[config.mk]
export PLATFORM = sky130hd
export DESIGN_NAME = tick_timer
export DESIGN_NICKNAME = d
export VERILOG_FILES = /design/src/rtl/tick_timer_pkg.sv /design/src/rtl/tick_bus_port.sv /design/src/rtl/tick_down_core.sv /design/src/rtl/tick_timer.sv
export SDC_FILE = /design/constraint.sdc
export NUM_CORES = 1
export LEC_CHECK = 0
export BUFFER_PORTS_ARGS = -buffer_cell sky130_fd_sc_hd__buf_2
export CAP_MARGIN = 15
export CORE_MARGIN = 1
export CORE_UTILIZATION = 37
export CTS_CLUSTER_SIZE = 8
export DETAILED_ROUTE_END_ITERATION = 8
export SLEW_MARGIN = 40
export SYNTH_ARGS = -nofsm -noshare
export SYNTH_HDL_FRONTEND = slang
export SYNTH_HIERARCHICAL = 1
export SYNTH_SLANG_ARGS = --single-unit
[constraint.sdc]
create_clock -name clk -period 3.6 [get_ports clk]
set_input_delay 0.36 -clock clk [delete_from_list [all_inputs] [get_ports clk]]
set_output_delay 0.36 -clock clk [all_outputs]
set_load 0.01 [all_outputs]
[src/rtl/tick_timer_pkg.sv]
package tick_timer_pkg;

    localparam int unsigned OFS_CTRL = 32'h0;
    localparam int unsigned OFS_LOAD = 32'h4;
    localparam int unsigned OFS_CUR  = 32'h8;
    localparam int unsigned OFS_CAL  = 32'hC;

    localparam int unsigned BIT_EN   = 0;
    localparam int unsigned BIT_INT  = 1;
    localparam int unsigned BIT_SRC  = 2;
    localparam int unsigned BIT_FLAG = 16;

    // decoded, privileged bus actions handed to the counter core
    typedef struct packed {
        logic wr_ctrl;
        logic wr_load;
        logic wr_cur;
        logic rd_ctrl;
    } bus_cmd_t;

endpackage

[src/rtl/tick_bus_port.sv]
module tick_bus_port
    import tick_timer_pkg::*;
#(
    parameter int unsigned   ADDR_W   = 8,
    parameter int unsigned   CNT_W    = 24,
    parameter logic [31:0]   CAL_WORD = 32'h0
) (
    input  logic              req_valid,
    input  logic              req_write,
    input  logic              req_user,
    input  logic [ADDR_W-1:0] req_addr,
    input  logic              st_en,
    input  logic              st_int,
    input  logic              st_src,
    input  logic              st_flag,
    input  logic [CNT_W-1:0]  st_cnt,
    input  logic [CNT_W-1:0]  st_load,
    output bus_cmd_t          cmd,
    output logic [31:0]       rsp_rdata,
    output logic              rsp_err
);

    logic ok, hit_ctrl, hit_load, hit_cur, hit_cal;
    logic [31:0] ctrl_word;

    always_comb begin
        ok       = req_valid && !req_user;
        hit_ctrl = (req_addr == ADDR_W'(OFS_CTRL));
        hit_load = (req_addr == ADDR_W'(OFS_LOAD));
        hit_cur  = (req_addr == ADDR_W'(OFS_CUR));
        hit_cal  = (req_addr == ADDR_W'(OFS_CAL));

        ctrl_word           = '0;
        ctrl_word[BIT_EN]   = st_en;
        ctrl_word[BIT_INT]  = st_int;
        ctrl_word[BIT_SRC]  = st_src;
        ctrl_word[BIT_FLAG] = st_flag;

        cmd.wr_ctrl = ok && req_write && hit_ctrl;
        cmd.wr_load = ok && req_write && hit_load;
        cmd.wr_cur  = ok && req_write && hit_cur;
        cmd.rd_ctrl = ok && !req_write && hit_ctrl;

        rsp_err   = req_valid && req_user;
        rsp_rdata = '0;
        if (ok && !req_write) begin
            if (hit_ctrl)      rsp_rdata = ctrl_word;
            else if (hit_load) rsp_rdata = 32'(st_load);
            else if (hit_cur)  rsp_rdata = 32'(st_cnt);
            else if (hit_cal)  rsp_rdata = CAL_WORD;
        end
    end

endmodule

[src/rtl/tick_down_core.sv]
module tick_down_core
    import tick_timer_pkg::*;
#(
    parameter int unsigned CNT_W   = 24,
    parameter bit          HAS_REF = 1'b1
) (
    input  logic             clk,
    input  logic             rst_n,
    input  logic             ref_tick,
    input  bus_cmd_t         cmd,
    input  logic [CNT_W-1:0] wdata,
    output logic             st_en,
    output logic             st_int,
    output logic             st_src,
    output logic             st_flag,
    output logic [CNT_W-1:0] st_cnt,
    output logic [CNT_W-1:0] st_load,
    output logic             irq
);

    typedef struct packed {
        logic             en;
        logic             ien;
        logic             src;
        logic             flag;
        logic             run;
        logic             irq;
        logic [CNT_W-1:0] cnt;
        logic [CNT_W-1:0] load;
    } state_t;

    localparam logic SRC_RESET = !HAS_REF;

    state_t st_q, st_d;
    logic   tick, expire;

    always_comb begin
        st_d     = st_q;
        st_d.irq = 1'b0;
        tick     = st_q.src || ref_tick;
        expire   = 1'b0;

        if (st_q.en && st_q.run && tick) begin
            if (st_q.cnt == CNT_W'(1)) begin
                expire    = 1'b1;
                st_d.cnt  = '0;
                st_d.flag = 1'b1;
                st_d.irq  = st_q.ien;
                if (st_q.load == '0) st_d.run = 1'b0;
            end else if (st_q.cnt == '0) begin
                st_d.cnt = st_q.load;
            end else begin
                st_d.cnt = st_q.cnt - 1'b1;
            end
        end

        // a read clears the flag unless a fresh expiry lands in the same cycle
        if (cmd.rd_ctrl) st_d.flag = expire;

        if (cmd.wr_load) st_d.load = wdata;

        if (cmd.wr_ctrl) begin
            st_d.en  = wdata[BIT_EN];
            st_d.ien = wdata[BIT_INT];
            st_d.src = wdata[BIT_SRC] || !HAS_REF;
            if (wdata[BIT_EN] && !st_q.en) st_d.run = 1'b1;
            if (!wdata[BIT_EN])            st_d.run = 1'b0;
        end

        if (cmd.wr_cur) begin
            st_d.cnt  = '0;
            st_d.flag = 1'b0;
            st_d.irq  = 1'b0;
            if (st_q.load == '0) st_d.run = 1'b0;
        end
    end

    always_ff @(posedge clk or negedge rst_n) begin
        if (!rst_n) begin
            st_q      <= '0;
            st_q.src  <= SRC_RESET;
        end else begin
            st_q <= st_d;
        end
    end

    assign st_en   = st_q.en;
    assign st_int  = st_q.ien;
    assign st_src  = st_q.src;
    assign st_flag = st_q.flag;
    assign st_cnt  = st_q.cnt;
    assign st_load = st_q.load;
    assign irq     = st_q.irq;

endmodule

[src/rtl/tick_timer.sv]
module tick_timer
    import tick_timer_pkg::*;
#(
    parameter int unsigned ADDR_W    = 8,
    parameter int unsigned CNT_W     = 24,
    parameter bit          HAS_REF   = 1'b1,
    parameter bit          CAL_SKEW  = 1'b0,
    parameter logic [23:0] CAL_TENMS = 24'd99_999
) (
    input  logic              clk,
    input  logic              rst_n,
    input  logic              ref_tick,
    input  logic              req_valid,
    input  logic              req_write,
    input  logic              req_user,
    input  logic [ADDR_W-1:0] req_addr,
    input  logic [31:0]       req_wdata,
    output logic [31:0]       rsp_rdata,
    output logic              rsp_err,
    output logic              irq
);

    localparam logic [31:0] CAL_WORD = HAS_REF ? {1'b0, CAL_SKEW, 6'b0, CAL_TENMS}
                                               : 32'h8000_0000;

    bus_cmd_t         cmd;
    logic             en_w, ien_w, src_w, flag_w;
    logic [CNT_W-1:0] cnt_w, load_w;
    logic             unused_wdata;

    assign unused_wdata = ^req_wdata;

    tick_bus_port #(
        .ADDR_W  (ADDR_W),
        .CNT_W   (CNT_W),
        .CAL_WORD(CAL_WORD)
    ) u_port (
        .req_valid(req_valid),
        .req_write(req_write),
        .req_user (req_user),
        .req_addr (req_addr),
        .st_en    (en_w),
        .st_int   (ien_w),
        .st_src   (src_w),
        .st_flag  (flag_w),
        .st_cnt   (cnt_w),
        .st_load  (load_w),
        .cmd      (cmd),
        .rsp_rdata(rsp_rdata),
        .rsp_err  (rsp_err)
    );

    tick_down_core #(
        .CNT_W  (CNT_W),
        .HAS_REF(HAS_REF)
    ) u_core (
        .clk     (clk),
        .rst_n   (rst_n),
        .ref_tick(ref_tick),
        .cmd     (cmd),
        .wdata   (req_wdata[CNT_W-1:0]),
        .st_en   (en_w),
        .st_int  (ien_w),
        .st_src  (src_w),
        .st_flag (flag_w),
        .st_cnt  (cnt_w),
        .st_load (load_w),
        .irq     (irq)
    );

endmodule

==> impl_results.md <==
- Post-detailed-placement cell area: 0.003988 mm²
- Maximum buffer depth of the clock tree: 2
- Port Buf Inserts: 63
- Final critical delay including setup and external delays: 2927 ps
- Number of resized instances in the post-cts repair step: 0
- Leading cell types by count after synthesis: sky130_fd_sc_hd__buf_4 (57), sky130_fd_sc_hd__dfrtp_1 (54), sky130_fd_sc_hd__nor2_1 (41), sky130_fd_sc_hd__mux2_2 (30), sky130_fd_sc_hd__nor4_1 (20)
- List of cells traversed by the critical path: inv_1 > ha_1 > nor2_1 > or4_4 > o21ai_2 > o21ai_0 > a221o_1
- Boundary pin count: 80
- Clock tree skew after final layout: 18.39 ps
- HPWL reported at the end of detailed placement: 8.385 mm
- Required time of the critical path: 3810 ps
- Antenna cells: 0
- Beginning of the critical path: u_core/st_cnt[1]$_DFFE_PN0P_
- Number of max-capacitance violations reported: 0
- DRC: 0
- Depth of the CTS H-tree: 2
- Number of buffers added by the clock tree synthesis step: 5
- Slew Viols, Final: 0
- Area of the mapped netlist: 0.003944 mm²
- Die boundary width: 105.2 µm
- Initial core utilization: 0.3820
- Filler cell count in the final layout: 1,059
- Cell taking the most area after synthesis: sky130_fd_sc_hd__dfrtp_1
- Post-CTS Setup Repair Bufs: 0
- Detail Route Antenna Nets: 0
- Vert. Die Dim: 105.2 µm
- Setup repair after global routing missed its margin: no
- LEAKAGE: 1.712 nW
- Fraction of synthesis flops using an asynchronous set or reset pin: 1.000
- Startpoint-to-endpoint class of the critical path: flip-flop to flip-flop
- Slowest-stage cell, CP: sky130_fd_sc_hd__o21ai_2
- Power density of the placed cells: 264.2 mW/mm²
- Initial antenna violation count: 0
- Via count of the first global-routing pass: 3,394
- Largest fanout of any net on the critical path: 12
- Run status: finished clean
- Post-CTS Hold Buffers: 0
- Data arrival time of the worst path: 3140 ps
- Headroom to the max-slew limit: 0.4890
- Number of cells produced by synthesis: 439
- Kind of end point of the critical path: flip-flop
- Most repeated cell in the gate-level netlist after synthesis: sky130_fd_sc_hd__buf_4
- Worst slew pin tran: 759.5 ps
- Std cell rows: 37
- Count of routing violations after the opening detailed-route iteration: 284
- Global-route congestion overflow total: 0
- Setup crit start kind: flip-flop
- Worst-case setup slack after placement: 794.7 ps
- Beginning of the worst register-to-register path: u_core/st_cnt[1]$_DFFE_PN0P_
- Yosys synthesis warning count: 6
- Synth top area share: 0.3426
- Max Freq: 341.7 MHz
- Area added between synthesis and finish: 3.458%
- Number of endpoints failing setup at the final stage: 0
- Post-synth EDFFs: 0
- Number of vias per cell after detailed routing: 6.010
- Mean area per synthesized cell: 8.984 µm²
- Source-to-sink clock delay at the later pin of the worst-skew pair: 320 ps
- Worst stage delay on the critical path: 520 ps
- Final cycle utilization of the critical path: 0.8130
- Global-route wire length before repair: 18.62 mm
- Drt first pass iters: 6
- Number of different library cells in the post-synthesis netlist: 59
- Fraction of the yosys area taken by sequential cells: 0.3426
- Number of endpoints with negative hold slack in the final report: 0
- Maximum number of pins on one net before global-route repair: 34
- Flip-flop and latch count after synthesis: 54
- RD Place Congestion: 0.9202
- Total power consumption of the routed design: 1.078 mW
- Final sum of negative setup slack: 0 ps
- Final std cell area, no fill: 0.004080 mm²
- Worst IR drop on VDD: 0.1915 mV
- Final Worst Setup Slack: 673.3 ps
- Avg WL per Cell: 19.51 µm
- Clock tree root driver cell: sky130_fd_sc_hd__clkbuf_8
- Die footprint: 0.01108 mm²
- Clock tree from TritonCTS: built
- Total global routing track utilization: 0.2142
- Clk sinks: 54
- Dominant register cell in the synthesized netlist: sky130_fd_sc_hd__dfrtp_1
- Tightest Hold Check Type: primary input to async pin
- Ranking of synthesized cells by area: sky130_fd_sc_hd__dfrtp_1 (34%), sky130_fd_sc_hd__buf_4 (11%), sky130_fd_sc_hd__mux2_2 (8.6%)
- Share of cells above drive strength 1: 0.2813
- Overall via count from detail_route: 3,510
- Net total in the final layout: 496
- Core area: 0.01032 mm²
- Total length of routed wires: 11.40 mm
- Clock-pin slew reported for the worst setup and hold paths after clock tree synthesis: 110 ps
-- final timing paths --
check	endpoint	slack [ps]	cells past startpoint
max	u_core/st_cnt[7]$_DFFE_PN0P_	670	7
min	u_core/st_load[3]$_DFFE_PN0P_	20	1
max reg2reg	u_core/st_cnt[7]$_DFFE_PN0P_	670	7
min reg2reg	u_core/st_int$_DFFE_PN0P_	550	1
max in group asynchronous	u_core/st_cnt[10]$_DFFE_PN0P_	2730	2
min in group clk	u_core/st_load[23]$_DFFE_PN0P_	260	3
-- per-stage QoR --
step | util | cells | hold slack, ps
2_1_floorplan | - | 446 | 64.41
5_1_grt | 0.3952 | 584 | 35.86
4_1_cts | 0.3950 | 584 | 22.38
3_5_place_dp | 0.3863 | 576 | 370.9
3_3_place_gp | 0.3863 | 576 | 377.5
6_report | 0.3952 | 584 | 15.72
-- critical path: cells and delay by family, from the launching register on --
kind | cells | cell delay (ps)
AOI/OAI and AO/OA | 3 | 1070
and+or+nand+nor | 2 | 650
adders and majority gates | 1 | 480
buffers and inverters | 1 | 160
DFF | 1 | 470
-- layout make-up --
cell class	instances	area, µm²	area share
Clock buffer	6	72.57	0.01779
Clock inverter	2	17.52	0.004293
Tap cell	136	170.2	0.04170
Multi-Input combinational cell	300	2033	0.4983
Inverter	14	52.55	0.01288
Sequential cell	54	1351	0.3312
Timing Repair Buffer	72	382.9	0.09384
-- cell usage in the layout (no fill, tap or decap), drive strengths merged, types with 5 or more instances in the layout --
master,Yosys,layout
a21oi,13,13
a22oi,17,17
buf,68,72
clkbuf,10,6
conb,1,8
dfrtp,54,54
inv,14,15
mux2,30,30
mux2i,8,8
nand2,19,19
nand3,10,10
nand4,8,8
nor2,41,41
nor2b,5,5
nor3,17,17
nor4,21,21
o21ai,24,24
o22ai,11,11
or3,7,7
or4,8,8
-- metal layers --
metal  part of all wire  track usage  routed length (µm)
met5                  0            0                   0
met2               0.46       0.3351                5239
met4              0.021      0.07042                 236
met3              0.074      0.03772                 846
met1               0.45       0.2987                5072
-- registers in the layout, indices dropped and copies added (netlist names) --
name / count
u_core/st_flag: 1
u_core/st_load: 24
u_core/irq: 1
u_core/st_en: 1
u_core/st_cnt: 24
u_core/st_src: 1
u_core/st_int: 1
u_core/st_q: 1
-- cell families (layout without fill, tap and decap cells) --
group	after synthesis	after routing	share of synthesized area
AND/OR/NAND/NOR	152	152	0.2164
flip-flops	54	54	0.3426
other	1	8	0.0009509
multiplexers	38	38	0.1060
adder cells (fa/ha/maj)	3	3	0.009519
buffers and inverters	92	94	0.1513
AO/OA/AOI/OAI	99	99	0.1732
-- power breakdown --
part	switching (mW)	leakage (nW)	total (mW)	internal (mW)
registers	0.0117	0.703	0.625	0.614
clock network	0.224	0.0458	0.366	0.142
logic	0.0533	0.964	0.0869	0.0335
total	0.289	1.71	1.08	0.789
(Power assumes the default switching activity.)
